### src/rtl/bidir_port_pkg.sv
package bidir_port_pkg;

  // Strobes from control to datapath, one cycle wide.
  typedef struct packed {
    logic wrData;    // store bus value into data register
    logic wrDir;     // store bus value into direction register
    logic setBit;    // read-modify-write, target bit to 1
    logic clrBit;    // read-modify-write, target bit to 0
    logic rdReq;     // capture read value
    logic rdSelDir;  // read selects direction register
    logic hiZ;       // low-power pin float: outputs off, inputs gated
  } portStrobes_t;

endpackage

### src/rtl/bidir_port_ctrl.sv
module bidir_port_ctrl
  import bidir_port_pkg::*;
(
  input  logic         clk,
  input  logic         rstN,
  input  logic         regAddr,
  input  logic         wrEn,
  input  logic         rdEn,
  input  logic         bitSetEn,
  input  logic         bitClrEn,
  input  logic         lpModeActive,
  input  logic         pinFloatEn,
  output portStrobes_t strb
);

  localparam logic ADDR_DATA = 1'b0;
  localparam logic ADDR_DIR  = 1'b1;

  logic bitOpAllowed;

  // A whole-register write takes precedence over the single-bit ops.
  assign bitOpAllowed = !wrEn;

  always_comb begin
    strb          = '0;
    strb.wrData   = wrEn && (regAddr == ADDR_DATA);
    strb.wrDir    = wrEn && (regAddr == ADDR_DIR);
    strb.clrBit   = bitOpAllowed && bitClrEn;
    strb.setBit   = bitOpAllowed && bitSetEn && !bitClrEn;
    strb.rdReq    = rdEn;
    strb.rdSelDir = (regAddr == ADDR_DIR);
    strb.hiZ      = lpModeActive && pinFloatEn;
  end

  AST_WRITE_WINS: assert property (@(posedge clk) disable iff (!rstN)
    wrEn |-> !(strb.setBit || strb.clrBit));
  AST_BITOP_ONEHOT: assert property (@(posedge clk) disable iff (!rstN)
    $onehot0({strb.setBit, strb.clrBit, strb.wrData}));

endmodule

### src/rtl/bidir_port_dp.sv
module bidir_port_dp
  import bidir_port_pkg::*;
#(
  parameter int WIDTH = 8,
  parameter int IDXW  = 3
) (
  input  logic             clk,
  input  logic             rstN,
  input  portStrobes_t     strb,
  input  logic [WIDTH-1:0] wrData,
  input  logic [IDXW-1:0]  bitIdx,
  input  logic [WIDTH-1:0] padIn,
  output logic [WIDTH-1:0] rdData,
  output logic [WIDTH-1:0] padOut,
  output logic [WIDTH-1:0] padOe,
  output logic             padInBufEn
);

  logic [WIDTH-1:0] dirReg;
  logic [WIDTH-1:0] dataReg;
  logic [WIDTH-1:0] syncA;
  logic [WIDTH-1:0] syncB;
  logic [WIDTH-1:0] gatedIn;
  logic [WIDTH-1:0] sampled;
  logic [WIDTH-1:0] portView;
  logic [WIDTH-1:0] rmwVal;
  logic [WIDTH-1:0] rdQ;
  logic             inBufOn;

  assign inBufOn = !strb.hiZ;
  assign gatedIn = padIn & {WIDTH{inBufOn}};
  assign sampled = syncB & {WIDTH{inBufOn}};

  // Pad input synchronizer
  always_ff @(posedge clk) begin
    if (!rstN) begin
      syncA <= '0;
      syncB <= '0;
    end else begin
      syncA <= gatedIn;
      syncB <= syncA;
    end
  end

  // Per-bit readback selection and read-modify-write value
  for (genvar i = 0; i < WIDTH; i++) begin : g_bit
    assign portView[i] = dirReg[i] ? dataReg[i] : sampled[i];
    assign rmwVal[i]   = (bitIdx == IDXW'(i)) ? strb.setBit : portView[i];
  end

  always_ff @(posedge clk) begin
    if (!rstN) dirReg <= '0;
    else if (strb.wrDir) dirReg <= wrData;
  end

  // Data register intentionally keeps its content through reset.
  always_ff @(posedge clk) begin
    if (strb.wrData) dataReg <= wrData;
    else if (strb.setBit || strb.clrBit) dataReg <= rmwVal;
  end

  always_ff @(posedge clk) begin
    if (!rstN) rdQ <= '0;
    else if (strb.rdReq) rdQ <= strb.rdSelDir ? dirReg : portView;
  end

  assign rdData     = rdQ;
  assign padOut     = dataReg;
  assign padOe      = dirReg & {WIDTH{!strb.hiZ}};
  assign padInBufEn = inBufOn;

  AST_HIZ_OE_OFF: assert property (@(posedge clk) disable iff (!rstN)
    strb.hiZ |-> (padOe == '0));
  AST_HIZ_INPUT_ZERO: assert property (@(posedge clk) disable iff (!rstN)
    strb.hiZ |-> (sampled == '0) && !padInBufEn);
  AST_WR_STORES: assert property (@(posedge clk) disable iff (!rstN)
    strb.wrData |=> (padOut == $past(wrData)));
  AST_SET_TARGET: assert property (@(posedge clk) disable iff (!rstN)
    strb.setBit |=> padOut[$past(bitIdx)]);
  AST_CLR_TARGET: assert property (@(posedge clk) disable iff (!rstN)
    strb.clrBit |=> !padOut[$past(bitIdx)]);
  AST_DIR_READ: assert property (@(posedge clk) disable iff (!rstN)
    (strb.rdReq && strb.rdSelDir) |=> (rdData == $past(dirReg)));
  AST_RD_HOLD: assert property (@(posedge clk) disable iff (!rstN)
    !strb.rdReq |=> $stable(rdData));
  AST_DIR_HOLD: assert property (@(posedge clk) disable iff (!rstN)
    !strb.wrDir |=> $stable(dirReg));

endmodule

### src/rtl/bidir_port.sv
module bidir_port
  import bidir_port_pkg::*;
#(
  parameter int WIDTH = 8,
  localparam int IDXW = (WIDTH > 1) ? $clog2(WIDTH) : 1
) (
  input  logic             clk,
  input  logic             rstN,
  input  logic             regAddr,
  input  logic             wrEn,
  input  logic [WIDTH-1:0] wrData,
  input  logic             rdEn,
  output logic [WIDTH-1:0] rdData,
  input  logic             bitSetEn,
  input  logic             bitClrEn,
  input  logic [IDXW-1:0]  bitIdx,
  input  logic             lpModeActive,
  input  logic             pinFloatEn,
  input  logic [WIDTH-1:0] padIn,
  output logic [WIDTH-1:0] padOut,
  output logic [WIDTH-1:0] padOe,
  output logic             padInBufEn
);

  portStrobes_t strb;

  bidir_port_ctrl u_ctrl (
    .clk          (clk),
    .rstN         (rstN),
    .regAddr      (regAddr),
    .wrEn         (wrEn),
    .rdEn         (rdEn),
    .bitSetEn     (bitSetEn),
    .bitClrEn     (bitClrEn),
    .lpModeActive (lpModeActive),
    .pinFloatEn   (pinFloatEn),
    .strb         (strb)
  );

  bidir_port_dp #(.WIDTH(WIDTH), .IDXW(IDXW)) u_dp (
    .clk        (clk),
    .rstN       (rstN),
    .strb       (strb),
    .wrData     (wrData),
    .bitIdx     (bitIdx),
    .padIn      (padIn),
    .rdData     (rdData),
    .padOut     (padOut),
    .padOe      (padOe),
    .padInBufEn (padInBufEn)
  );

endmodule

### config.mk
export PLATFORM = sky130hd
export DESIGN_NAME = bidir_port
export DESIGN_NICKNAME = d
export VERILOG_FILES = /design/src/rtl/bidir_port_pkg.sv /design/src/rtl/bidir_port_ctrl.sv /design/src/rtl/bidir_port_dp.sv /design/src/rtl/bidir_port.sv
export SDC_FILE = /design/constraint.sdc
export NUM_CORES = 1
export LEC_CHECK = 0
export BUFFER_PORTS_ARGS = -buffer_cell sky130_fd_sc_hd__buf_2
export CAP_MARGIN = 20
export CORE_AREA = 2 2 66 68
export DETAILED_ROUTE_END_ITERATION = 10
export DIE_AREA = 0 0 68 70
export HOLD_SLACK_MARGIN = 0.02
export PLACE_DENSITY = 0.73
export SLEW_MARGIN = 15
export SYNTH_ARGS = -nofsm -noshare
export SYNTH_HDL_FRONTEND = slang
export SYNTH_SLANG_ARGS = --single-unit
### constraint.sdc
create_clock -name clk -period 1.3 [get_ports clk]
set_input_delay 0.26 -clock clk [delete_from_list [all_inputs] [get_ports clk]]
set_output_delay 0.26 -clock clk [all_outputs]
set_load 0.01 [all_outputs]
# Word level (Yosys, flattened, before mapping)
# Cells that the tools add are included.
dict set report word_totals {
  regBits 40
  inputBits 28
  output_inout_bits 25
  word_cells 47
}
dict set report op_classes {
  n_eq_ne 7
  n_mux 19
  bitwise 4
  reduce_logical 12
}
# cell n
set op_table {}
lappend op_table {{8-bit AND} 3}
lappend op_table {{8-bit two-way mux} 3}
lappend op_table {{1-bit two-way mux} 16}
lappend op_table {{3-bit == test (second input constant)} 4}
lappend op_table {{3-bit by 2-bit == test with 1-bit output (second input constant)} 2}
lappend op_table {{1-bit logical AND} 6}
lappend op_table {{3-bit by 1-bit == test with 1-bit output (second input constant)} 1}
lappend op_table {{1-bit logical NOT} 3}
lappend op_table {{3-bit logical NOT} 1}
lappend op_table {{2-bit nonzero test} 1}
lappend op_table {{1-bit logical OR} 1}
lappend op_table {{1-bit inverter} 1}

# Depth between registers and ports, before layout
dict set report depth {
  word_depth 7
  ltp_mapped 5
  ltp_nobuf 4
}

# Modules after synthesis
# A second synthesis with hierarchy kept.
dict set report hier_totals {
  cells_unflattened 181
  hier_area_um2 1816.7
}
# mod n_inst cells_each area_each_um2 seq_area_each_um2
set by_module_without_submodules {}
lappend by_module_without_submodules {bidir_port_dp 1 174 1762.9 880.8}
lappend by_module_without_submodules {bidir_port_ctrl 1 7 53.8 0.0}

# Worst setup path before layout
# OpenSTA, ideal clock, no wires.
dict set report synth_path {
  path_kind {input-to-reg}
  start {in wrEn}
  end {reg u_dp.dataReg[0] (netlist: u_dp.padOut[0]), enable pin}
  setup_ns 0.334
  arrival_time_ns 0.929
  required_time_ns 0.966
  slack_ns 0.037
  stages 3
  n_path_buf 1
  path_cell_list {buf_2 > nand2_1 > o31a_1}
}
dict set report synth_via {
  elab_chain_len 5
  elab_cells_between_ends 7
  classes_between {7 x reduce/logical}
}
# element line
set synth_lines {}
lappend synth_lines {{start, declared} bidir_port.sv:10} ;# input logic wrEn,
lappend synth_lines {{1-bit logical NOT} bidir_port_ctrl.sv:22} ;# assign bitOpAllowed = !wrEn;
lappend synth_lines {{1-bit logical AND (2 in a row)} bidir_port_ctrl.sv:29} ;# strb.setBit = bitOpAllowed && bitSetEn && !bitClrEn;
lappend synth_lines {{1-bit logical OR} bidir_port_dp.sv:59} ;# else if (strb.setBit || strb.clrBit) dataReg <= rmwVal;
lappend synth_lines {{2-bit nonzero test (no line) *} --}
lappend synth_lines {{end signal, assigned} bidir_port_dp.sv:58} ;# if (strb.wrData) dataReg <= wrData;
lappend synth_lines {{end signal, assigned} bidir_port_dp.sv:59}
lappend synth_lines {{end, declared} bidir_port_dp.sv:20} ;# logic [WIDTH-1:0] dataReg;
# Every way passes the cells marked *; elsewhere a longest branch is shown, timed or not.
# A chain may end at the register's enable or synchronous reset.

# Final worst setup path
dict set report layout_path {
  start {in lpModeActive}
  end {out padOe[2]}
}
dict set report layout_via {
  elab_chain_len 3
}
# element line
set layout_lines {}
lappend layout_lines {{start, declared} bidir_port.sv:17} ;# input logic lpModeActive,
lappend layout_lines {{1-bit logical AND} bidir_port_ctrl.sv:32} ;# strb.hiZ = lpModeActive && pinFloatEn;
lappend layout_lines {{1-bit logical NOT} bidir_port_dp.sv:69} ;# assign padOe = dirReg & {WIDTH{!strb.hiZ}};
lappend layout_lines {{8-bit AND} bidir_port_dp.sv:69}
lappend layout_lines {{end, declared} bidir_port.sv:21} ;# output logic [WIDTH-1:0] padOe,
# Every way passes these cells.

==> metrics.txt <==
share of layout cells above drive strength 1=0.3320; RSZ-0062 raised after global routing=no; largest net degree at the start of global routing=33; slew margin rel.=0.6828; slowest cell on the critical path=buf_4; H-tree Lvls=2; worst-skew pair later-pin latency=0.29 ns; die area=between 4000 and 5000 sq um; Hold Buf Count CTS=0; residual DRC count=0; number of global-route vias before repair=1,404; grt ovf=0; most common cell after layout, fill and taps aside=buf_2; post-cts sizing count=0; Max Clock Freq=~800 MHz; Period Utilization, post-route=0.9673; fin crit period=1.258 ns; via density per instance=about 5.3; CTS tree=yes; GRT Total Usage=0.1953; max-slew violations=0; Total Power=0.002831 W; Core Region=4144 sq um; CP Cell Sequence=buf_2, nand2_2, buf_4, and2_1, buf_2; Main synth FF type=dfxtp_1; clk slew on worst S/H paths=0.08 ns; most frequent CP cell=buf_2; die height=70 um; final hold violation count=0; syn_nets=216; sequential share of the synthesized area=0.4947; ys async rst share=0; Setup TNS Final=0 ns; chip width=68 um; crit path DAT=1.00 ns; DR vias=about 1,600; Crit. End Element=output pin; slowest stage delay, CP=between 0.15 and 0.2 ns; 1st-iter DRT viols=79; Crit Path Category=input port to output pin; Post-synth EDFFs=8; PwrDens=1235 nW/um^2; startpoint types=input port; Layout Nets=277; VDD IR max=roughly 0.58 mV; Synth Register Bits=40; GPL Wtd Cong=0.8832; Post-DRT Antenna Nets=0; max-cap violations=0; yosys warns=0; Worst EP required=~1.0 ns; Placed Cells=approximately 300; CTS Sinks=40; post-synthesis cell count=188; R2R Setup Slk=0.12 ns; IO Pins=53; Initial Util=0.4296; antenna cells=0; Clock Skew=approximately 0.0057 ns; critical path fanouts, max=9; commonest non-fill, non-tap cells in the layout=buf_2 (52), dfxtp_1 (31), nand2_1 (21); Post-Syn Area per Cell=9.471 sq um; outcome=finished clean; initial antenna violation count=0; global-route wire length before repair=6872 um; Layout Cells excl Fill=302; drt wl/cell=14.30 um; CTS Root Cell=clkbuf_8; port bufs=52; CTS max path bufs=2; Tightest Hold Check Type=input port to flip-flop; Post-CTS Repair Setup Buffers=0; Routed WL=between 4000 and 5000 um; Leak=1.034 nW; FP Rows=24; synthesized cell area=1780 sq um; leading area contributor after synthesis=dfxtp_1; Layout area overhead=28.81%; Synth top area share=0.3598; DRT Pass-1 Iters=4; Worst-Margin Slew=0.4757 ns; final setup fails=0; synth top area cells=dfxtp_1 (36%), edfxtp_1 (13%), and2_1 (6.0%), nand2_1 (4.4%), nand3_1 (3.4%); Unique masters post-synth=36; Detail Placement HPWL=between 3000 and 4000 um; CTS Buf Count=5
==> through the flow <==
stage	worst slack, ns	utilization	area, sq um	hold WS [ns]
2_1_floorplan	0.03696	-	1780	0.4059
3_3_place_gp	-0.007251	0.5239	2171	0.4132
3_5_place_dp	-0.03742	0.5239	2171	0.4179
4_1_cts	0.03685	0.5531	2292	0.1717
5_1_grt	0.007192	0.5534	2293	0.1831
6_report	0.04246	0.5534	2293	0.1852
==> worst paths after layout <==
path	startpoint	end	cells after the start
max reg2reg	u_dp.dirReg[0]	u_dp.padOut[0]	3
min	padIn[0]	u_dp.syncA[0]	2
max	lpModeActive	padOe[2]	5
min reg2reg	u_dp.syncA[2]	u_dp.syncB[2]	1
==> layout make-up <==
type | instances | area [sq um]
inverter | 2 | 7.507
tap | 52 | 65.06
multi-input combinational | 133 | 832.0
sequential | 40 | 882.1
clock buffer | 6 | 82.58
timing repair buffer | 67 | 385.4
clock inverter | 2 | 38.79
fill | 389 | 1851
==> flip-flops by register name (all words and copies together), names as in the netlist <==
name         cells
u_dp.dirReg      8
u_dp.padOut      8
u_dp.rdData      8
u_dp.syncA       8
u_dp.syncB       8
==> cells by family (layout without fill, tap and decap cells) <==
kind of cell,count (synthesis),in the layout,share of synthesized area
buffers and inverters,15,77,0.03795
AND/OR/NAND/NOR,85,85,0.2678
flip-flops,40,40,0.4947
AO/OA/AOI/OAI,48,48,0.1996
==> per-layer routing <==
layer	vias to the layer above	wire, um	GRT usage	part of all wire
met5	-	0	0	0
met4	0	96	0.09111	0.022
met3	10	312	0.05314	0.072
met2	64	2068	0.2967	0.48
met1	722	1842	0.2539	0.43
li1	802	-	-	-
==> Yosys cell counts (all sizes together) (6+ instances only) <==
cell	number
buf	7
nor2b	9
nand3	12
o21ai	8
edfxtp	8
and3	9
clkbuf	6
and2	17
nand2	22
nor2	6
dfxtp	32
a21boi	8
==> worst max-delay path: cells and delay by family <==
| family | cells | cell delay, ns |
|---|---|---|
| buf+inv | 3 | 0.41 |
| simple gates | 2 | 0.32 |
==> power by group <==
| part | total (W) | switching (W) | internal [W] |
|---|---|---|---|
| clock network | 0.00106 | 0.000429 | 0.000627 |
| registers | 0.00139 | 0.0000436 | 0.00135 |
| logic | 0.000384 | 0.000202 | 0.000182 |
No activity file was read; power rests on OpenSTA's default activity.
